`src/rtl/pwm_stage_pkg.sv`:
```
package pwm_stage_pkg;

  typedef enum logic [1:0] {
    CORR_OFF  = 2'b00,
    CORR_SW   = 2'b01,
    CORR_DIR0 = 2'b10,
    CORR_DIR1 = 2'b11
  } corr_e;

  // Source picked for a complementary pair from the two compare signals.
  function automatic logic corr_pick(input corr_e code, input logic sw_sel,
                                     input logic dir, input logic cmp0,
                                     input logic cmp1);
    logic r;
    case (code)
      CORR_OFF:  r = cmp0;
      CORR_SW:   r = sw_sel ? cmp1 : cmp0;
      default:   r = dir ? cmp1 : cmp0;
    endcase
    return r;
  endfunction

  // Final stage for one channel: override, mask, fault gate, polarity.
  function automatic logic chan_finish(input logic routed, input logic ovr_en,
                                       input logic ovr_val, input logic msk,
                                       input logic kill, input logic neg);
    logic v;
    v = ovr_en ? ovr_val : routed;
    v = v & ~msk & ~kill;
    return v ^ neg;
  endfunction

endpackage

```
`src/rtl/pwm_shadow_reg.sv`:
```
module pwm_shadow_reg #(
  parameter int W = 8
) (
  input  logic         clk,
  input  logic         rst_n,
  input  logic         load,
  input  logic [W-1:0] d,
  output logic [W-1:0] q
);
  always_ff @(posedge clk or negedge rst_n) begin
    if (!rst_n)    q <= '0;
    else if (load) q <= d;
  end
endmodule

```
`src/rtl/pwm_deadband.sv`:
```
module pwm_deadband #(
  parameter int DT_W = 8
) (
  input  logic            clk,
  input  logic            rst_n,
  input  logic            bypass,
  input  logic            din,
  input  logic [DT_W-1:0] dt,
  output logic            dout
);
  localparam logic [DT_W-1:0] CNT_MAX = {DT_W{1'b1}};

  logic [DT_W-1:0] high_cnt;

  function automatic logic dt_open(input logic [DT_W-1:0] cnt,
                                   input logic [DT_W-1:0] lim);
    return cnt >= lim;
  endfunction

  always_ff @(posedge clk or negedge rst_n) begin
    if (!rst_n)                   high_cnt <= '0;
    else if (!din || bypass)      high_cnt <= '0;
    else if (high_cnt != CNT_MAX) high_cnt <= high_cnt + 1'b1;
  end

  assign dout = bypass ? din : (din & dt_open(high_cnt, dt));
endmodule

```
`src/rtl/pwm_pair_route.sv`:
```
module pwm_pair_route
  import pwm_stage_pkg::*;
#(
  parameter int DT_W = 8
) (
  input  logic            clk,
  input  logic            rst_n,
  input  logic            cmp0,
  input  logic            cmp1,
  input  logic            indep,
  input  logic [1:0]      corr,
  input  logic            corr_sw,
  input  logic            dir,
  input  logic [DT_W-1:0] dt,
  output logic            out_top,
  output logic            out_bot
);
  logic pair_src;
  logic want_top;
  logic want_bot;

  assign pair_src = corr_pick(corr_e'(corr), corr_sw, dir, cmp0, cmp1);
  assign want_top = indep ? cmp0 : pair_src;
  assign want_bot = indep ? cmp1 : ~pair_src;

  pwm_deadband #(.DT_W(DT_W)) db_top_i (
    .clk(clk), .rst_n(rst_n), .bypass(indep), .din(want_top), .dt(dt),
    .dout(out_top)
  );

  pwm_deadband #(.DT_W(DT_W)) db_bot_i (
    .clk(clk), .rst_n(rst_n), .bypass(indep), .din(want_bot), .dt(dt),
    .dout(out_bot)
  );
endmodule

```
`src/rtl/pwm_fault_guard.sv`:
```
module pwm_fault_guard (
  input  logic clk,
  input  logic rst_n,
  input  logic fault_any,
  input  logic clr,
  input  logic reload,
  output logic gate
);
  logic flag_q;
  logic hold_q;

  always_ff @(posedge clk or negedge rst_n) begin
    if (!rst_n) begin
      flag_q <= 1'b0;
      hold_q <= 1'b0;
    end else begin
      if (fault_any)            flag_q <= 1'b1;
      else if (clr)             flag_q <= 1'b0;
      if (fault_any)            hold_q <= 1'b1;
      else if (reload && !flag_q) hold_q <= 1'b0;
    end
  end

  assign gate = fault_any | hold_q;
endmodule

```
`src/rtl/pwm_pair_stage.sv`:
```
module pwm_pair_stage
  import pwm_stage_pkg::*;
#(
  parameter int NPAIR   = 3,
  parameter int DT_W    = 8,
  parameter int NFLT    = 6,
  parameter int NFLT_LO = 4
) (
  input  logic                 clk,
  input  logic                 rst_n,
  input  logic                 reload_i,
  input  logic [NPAIR-1:0]     raw_even_i,
  input  logic [NPAIR-1:0]     raw_odd_i,
  input  logic [NPAIR-1:0]     dir_i,
  input  logic                 multi_gen_i,
  input  logic [NPAIR-1:0]     indep_i,
  input  logic [2*NPAIR-1:0]   corr_sel_i,
  input  logic [NPAIR-1:0]     corr_sw_i,
  input  logic [DT_W-1:0]      dead_cycles_i,
  input  logic [NPAIR-1:0]     top_neg_i,
  input  logic [NPAIR-1:0]     bot_neg_i,
  input  logic [2*NPAIR-1:0]   sw_ctl_i,
  input  logic [2*NPAIR-1:0]   sw_val_i,
  input  logic [2*NPAIR-1:0]   mask_i,
  input  logic [NFLT-1:0]      fault_i,
  input  logic [1:0]           fault_clr_i,
  output logic [2*NPAIR-1:0]   pwm_o
);
  localparam int NCH  = 2 * NPAIR;
  localparam int SH_W = 1 + NPAIR + NCH + NPAIR + DT_W + NPAIR + NPAIR;

  // Shadowed control set.
  logic [SH_W-1:0]  sh_d, sh_q;
  logic             multi_q;
  logic [NPAIR-1:0] indep_q, csw_q, tneg_q, bneg_q;
  logic [NCH-1:0]   corr_q;
  logic [DT_W-1:0]  dt_q;

  assign sh_d = {multi_gen_i, indep_i, corr_sel_i, corr_sw_i, dead_cycles_i,
                 top_neg_i, bot_neg_i};

  pwm_shadow_reg #(.W(SH_W)) shadow_i (
    .clk(clk), .rst_n(rst_n), .load(reload_i), .d(sh_d), .q(sh_q)
  );

  assign {multi_q, indep_q, corr_q, csw_q, dt_q, tneg_q, bneg_q} = sh_q;

  // Fault groups: index 0 gates every channel, index 1 gates odd channels.
  logic [1:0] fgate;
  logic       flt_lo_any, flt_hi_any;

  assign flt_lo_any = |fault_i[NFLT_LO-1:0];
  assign flt_hi_any = |fault_i[NFLT-1:NFLT_LO];

  pwm_fault_guard guard_lo_i (
    .clk(clk), .rst_n(rst_n), .fault_any(flt_lo_any), .clr(fault_clr_i[0]),
    .reload(reload_i), .gate(fgate[0])
  );

  pwm_fault_guard guard_hi_i (
    .clk(clk), .rst_n(rst_n), .fault_any(flt_hi_any), .clr(fault_clr_i[1]),
    .reload(reload_i), .gate(fgate[1])
  );

  // Per-pair routing and final stages; internal events named for checking.
  logic [NCH-1:0] routed;
  logic [NCH-1:0] pol_vec;
  logic [NCH-1:0] pre_pol;
  logic [NCH-1:0] kill;

  for (genvar p = 0; p < NPAIR; p++) begin : g_pair
    logic cmp0, cmp1;

    assign cmp0 = multi_q ? raw_even_i[p] : raw_even_i[0];
    assign cmp1 = multi_q ? raw_odd_i[p]  : raw_odd_i[0];

    pwm_pair_route #(.DT_W(DT_W)) route_i (
      .clk(clk), .rst_n(rst_n), .cmp0(cmp0), .cmp1(cmp1),
      .indep(indep_q[p]), .corr(corr_q[2*p+1:2*p]), .corr_sw(csw_q[p]),
      .dir(dir_i[p]), .dt(dt_q),
      .out_top(routed[2*p]), .out_bot(routed[2*p+1])
    );

    assign pol_vec[2*p]   = tneg_q[p];
    assign pol_vec[2*p+1] = bneg_q[p];
    assign kill[2*p]      = fgate[0];
    assign kill[2*p+1]    = fgate[0] | fgate[1];
  end

  for (genvar c = 0; c < NCH; c++) begin : g_chan
    assign pre_pol[c] = chan_finish(routed[c], sw_ctl_i[c], sw_val_i[c],
                                    mask_i[c], kill[c], 1'b0);
    assign pwm_o[c]   = chan_finish(routed[c], sw_ctl_i[c], sw_val_i[c],
                                    mask_i[c], kill[c], pol_vec[c]);
  end

endmodule

```
`config.mk`:
```
export PLATFORM = sky130hd
export DESIGN_NAME = pwm_pair_stage
export DESIGN_NICKNAME = d
export VERILOG_FILES = /design/src/rtl/pwm_stage_pkg.sv /design/src/rtl/pwm_shadow_reg.sv /design/src/rtl/pwm_deadband.sv /design/src/rtl/pwm_pair_route.sv /design/src/rtl/pwm_fault_guard.sv /design/src/rtl/pwm_pair_stage.sv
export SDC_FILE = /design/constraint.sdc
export NUM_CORES = 1
export LEC_CHECK = 0
export BUFFER_PORTS_ARGS = -buffer_cell sky130_fd_sc_hd__clkbuf_2
export CAP_MARGIN = 0
export CORE_MARGIN = 3
export CORE_UTILIZATION = 60
export DETAILED_ROUTE_END_ITERATION = 8
export PLACE_DENSITY = 0.81
export SLEW_MARGIN = 10
export SYNTH_ARGS = -nofsm -noshare
export SYNTH_HDL_FRONTEND = slang
export SYNTH_SLANG_ARGS = --single-unit
```
`constraint.sdc`:
```
create_clock -name clk -period 6.7 [get_ports clk]
set_input_delay 1.34 -clock clk [delete_from_list [all_inputs] [get_ports clk]]
set_output_delay 1.34 -clock clk [all_outputs]
set_load 0.03 [all_outputs]
```
# Word-level counts from Yosys, hierarchy flattened
# Index checks and enable logic that the tools add are counted.
dict set report classes {
  add_sub_neg 6
  order_cmp 6
  n_eq_ne 9
  mux 51
  n_bitwise 38
  n_reduce_logical 31
}
# cell n
set op_table {}
lappend op_table {{$mux W8} 12}
lappend op_table {{$add A8 B1 Y8 const B} 6}
lappend op_table {{$ge A8 B8 Y1} 6}
lappend op_table {{$ne A8 B8 Y1 const B} 6}
lappend op_table {{$mux W1} 36}
lappend op_table {{$reduce_bool A2 Y1} 10}
lappend op_table {{$and A1 B1 Y1} 18}
lappend op_table {{$not A1 Y1} 11}
lappend op_table {{$logic_not A1 Y1} 8}
lappend op_table {{$eq A2 B1 Y1 const B} 3}
lappend op_table {{$logic_not A2 Y1} 3}
lappend op_table {{$logic_or A1 B1 Y1} 6}
lappend op_table {{$pmux W1 S2} 3}
lappend op_table {{$xor A1 B1 Y1} 6}
lappend op_table {{$reduce_or A4 Y1} 1}
lappend op_table {{$or A1 B1 Y1} 3}
lappend op_table {{$logic_and A1 B1 Y1} 2}
lappend op_table {{$reduce_or A2 Y1} 1}
dict set report totals {
  regBits 79
  in_bits 65
  word_cells 152
}

# Logic depth before layout (Yosys ltp)
dict set report depth {
  ltp_word 11
  depth_mapped 8
  ltp_nobuf 8
}

# By module
# A second synthesis with hierarchy kept.
dict set report unflattened {
  cells_unflattened 542
  hier_area_um2 5569.1
}
# module instances cells_per_inst area_per_inst_um2 seq_area_each_um2
set modules_own_cells {}
lappend modules_own_cells {pwm_deadband 6 70 640.6 200.2}
lappend modules_own_cells {pwm_shadow_reg 1 57 1106.1 675.6}
lappend modules_own_cells {pwm_pair_route 3 7 83.8 0.0}
lappend modules_own_cells {pwm_pair_stage 1 30 202.7 0.0}
lappend modules_own_cells {pwm_fault_guard 2 7 82.6 50.0}

# Worst setup path after synthesis
# No wires, ideal clock.
dict set report synth_timing {
  kind {input-to-output}
  from {input port fault_i[1]}
  to {output port pwm_o[3]}
  arrival_ns 2.958
  t_required_ns 5.360
  setup_slack_ns 2.402
  cell_stages 5
  n_path_buf 0
  cell_sequence {nor4_1 > nor2b_1 > nand3b_1 > a2111oi_2 > xor2_1}
}
dict set report synth_between {
  elab_chain_cells 6
}
# element line
set synth_lines {}
lappend synth_lines {{start, declared} pwm_pair_stage.sv:25} ;# input logic [NFLT-1:0] fault_i,
lappend synth_lines {{$reduce_or A4 Y1} pwm_pair_stage.sv:52} ;# assign flt_lo_any = |fault_i[NFLT_LO-1:0];
lappend synth_lines {{$or A1 B1 Y1} pwm_fault_guard.sv:24} ;# assign gate = fault_any | hold_q;
lappend synth_lines {{$or A1 B1 Y1} pwm_pair_stage.sv:87} ;# assign kill[2*p+1] = fgate[0] | fgate[1];
lappend synth_lines {{$not A1 Y1} -}
lappend synth_lines {{$and A1 B1 Y1} pwm_stage_pkg.sv:29} ;# v = v & ~msk & ~kill;
lappend synth_lines {{$xor A1 B1 Y1} pwm_stage_pkg.sv:30} ;# return v ^ neg;
lappend synth_lines {{end, declared} pwm_pair_stage.sv:27} ;# output logic [2*NPAIR-1:0] pwm_o
# No other way between the ends.

# Worst setup path after layout
dict set report layout_timing {
  from {input port fault_i[1]}
  to {output port pwm_o[1]}
}
# The elaborated chain is that of the path after synthesis.

==> results.yml <==
final_layout:
  final_util_pct: 70.6
  drive_gt1_share_pct: 20.2
  stdcell_count: 682
  syn2layout_area_growth_pct: 13.7
  diodes: 0
  nNetsFinal: 695
logic_synthesis:
  synth_edf_count: 0
  synth_ff_type: "dfrtp_1"
  synth-seq-cells: 79
  syn-num-nets: 622
  synth_area_per_cell_um2: 9.59
  yosysWarnings: 0
  synth_seq_area_share_pct: 41.0
  netlist_instances: 503
  ys_types: 41
  synth_area_mm2: 0.00483
  synthArstFlopShare_pct: 100
critical_path:
  endpoint_kind: "output port"
  cp_max_fo: 4
  cp_data_required_time_ns: 5.36
  arrival_ns: 3.64
  start_kind: "primary input"
  setup.worst_path.class: "primary input to output port"
  regToRegSetupSlack_ns: 4.88
  reg2reg_to: "g_pair[2].route_i.db_bot_i.high_cnt[3]"
  reg2reg_depth: 7
  r2r-start: "g_pair[2].route_i.db_bot_i.high_cnt[0]"
  critPathLaunch: "fault_i[1]"
clocking:
  numClockSinks: 79
  postCtsSetupBuffers: 0
  clk_path_buf_depth: 2
  path_clk_slew_ns: 0.08
  clockRootBuffer: "clkbuf_8"
  cts-buffers-inserted: 9
  cts_tree: "done"
  clk-insertion-delay-late_ns: 0.35
  htree_num_levels: 3
  hold_buffers: 0
  cts_resized: 0
place:
  gp_congestion: 0.886
  placed_cells: 667
  port_buffers: 70
  place_hpwl_um: 8010
worst_hold_path:
  holdPathStages: 2
  min_to: "guard_hi_i.hold_q"
  hp-class: "flop to flop"
  min-delay-start: "guard_hi_i.hold_q"
power:
  p_leak_uw: 0.00267
  swShare_pct: 28.0
  p_seq_share_pct: 48.1
  peakVddDrop_mv: 0.171
  power.density_mw_per_mm2: 200
  comb_power_share_pct: 17.0
  finalPower_uw: 1100
  switchingPower_uw: 307
  clockPowerShare_pct: 34.9
  power.internal_uw: 791
detailed_routing:
  wl_um: 10900
  drc_errors: 0
  wl_per_cell_um: 16.0
  drt_pre_antenna_iters: 4
  dr_total_vias: 3989
  final_antenna_net_count: 0
  vias_per_cell: 5.85
  drt_iter0_drc: 213
grt:
  grt_pass1_wl_um: 18400
  antenna_found_initial: 0
  grt_pass1_vias: 3958
  grt_usage_pct: 26.1
  grt_overflow: 0
  grt_max_degree: 80
sta:
  period_share_pct: 74.3
  hold_violations: 0
  slew_headroom_pct: 34.6
  finalSetupTns_ns: 0
  rsz0062_at_grt: "false"
  skew_ns: 0.0114
  slew_violations: 0
  worst_pin_slew_ns: 0.981
  clock.fmax_ghz: 0.201
  period_needed_ns: 4.98
  setup_violations: 0
floorplan:
  die_area_mm2: 0.00916
  rows: 32
  io_pins: 71
  fp.coreArea_mm2: 0.00777
  initial_utilization_pct: 62.1
  die_h_um: 95.7
  chipWidth_um: 95.7
outcome:
  outcome: "finished, final reports clean"
run:
  maxCapViolCount: 0
-- state kept, by name (all words and copies together), names as in the netlist --
name                              cells
shadow_i.q                           27
g_pair.route_i.db_bot_i.high_cnt     24
g_pair.route_i.db_top_i.high_cnt     24
guard_hi_i.flag_q                     1
guard_hi_i.hold_q                     1
guard_lo_i.flag_q                     1
guard_lo_i.hold_q                     1
-- through the flow --
stage               area, um^2  setup WS (ns)  hold WS, ns
detailed placement        5280           1.74        0.484
global placement          5280           1.97        0.479
floorplan                 4830           2.40        0.460
CTS                       5490           1.75        0.505
finish                    5490           1.72        0.506
global route              5490           1.55        0.545
-- cell families (layout without fill, tap and decap cells) --
family          Yosys count  after routing  synth area share, %
flops                    79             79                 41.0
buf+inv                  38            115                 2.96
fa+ha+maj                54             54                 14.0
xor+xnor                 20             20                 3.63
compound gates           97             97                 13.0
mux                      30             30                 6.82
simple gates            185            185                 18.6
-- critical path, cell delays in order --
cell and delay (ns):
clkbuf_2 0.08, nor4_1 0.47, nor2b_1 0.51, nand3b_1 0.34, nor3_1 0.30, o21ai_0 0.17, xnor2_1 0.20, clkbuf_2 0.23
-- worst max path at each step --
stage / cells past startpoint / slack [ns] / endpoint
2_1_floorplan: 5 / 2.40 / pwm_o[3]
3_3_place_gp: 8 / 1.97 / pwm_o[1]
3_5_place_dp: 8 / 1.74 / pwm_o[1]
4_1_cts: 8 / 1.75 / pwm_o[1]
5_1_grt: 8 / 1.55 / pwm_o[1]
6_report: 8 / 1.72 / pwm_o[1]
-- power by group through the flow --
stage          Sequential (uW)  Combinational, uW  Clock (uW)
3_5_place_dp               537                187           0
5_1_grt                    532                214         409
6_report                   528                187         384
3_3_place_gp               535                178           0
2_1_floorplan              529                122           0
4_1_cts                    528                189         390
-- metal layers --
metal	GRT usage (%)	vias to the layer above	share of wire (%)
li1	-	1957	-
met1	34.1	1891	43
met2	43.5	115	49
met3	3.47	26	5.3
met4	10.7	0	2.8
met5	0	-	0
-- placed cells by master (no fill, tap or decap), drive strengths merged, types with 2 or more instances in the layout --
cell type	n
dfrtp	79
clkbuf	79
nor2	57
ha	54
o21ai	40
nand3	40
inv	31
nand2	26
mux2	23
and3	17
a21oi	16
a211oi	12
xnor2	10
nor3	10
xor2	10
nand4	9
nand2b	8
mux2i	7
a21o	6
nand3b	5
nor2b	4
a31oi	4
o211ai	4
a2111oi	4
or3	3
o21a	3
a41oi	2
o22ai	2
nor3b	2
bufinv	2
-- cell type report --
class / count / area (um^2)
clock buffers: 10 / 128
clock inverters: 5 / 81.3
fillers: 613 / 2280
inverters: 30 / 113
multi-input cells: 386 / 2710
flip-flops and latches: 79 / 1980
well taps: 102 / 128
repair buffers: 70 / 353
-- Yosys cell counts, drive strengths merged (12+ instances only) --
cell type | n | share of area (%)
dfrtp | 79 | 41
nor2 | 57 | 4.4
ha | 54 | 14
nand3 | 40 | 4.1
o21ai | 40 | 4.1
inv | 30 | 2.3
nand2 | 26 | 2.0
mux2 | 23 | 5.4
and3 | 17 | 2.2
a21oi | 16 | 1.7
a211oi | 12 | 2.1
Power figures use the tool's default switching activity.
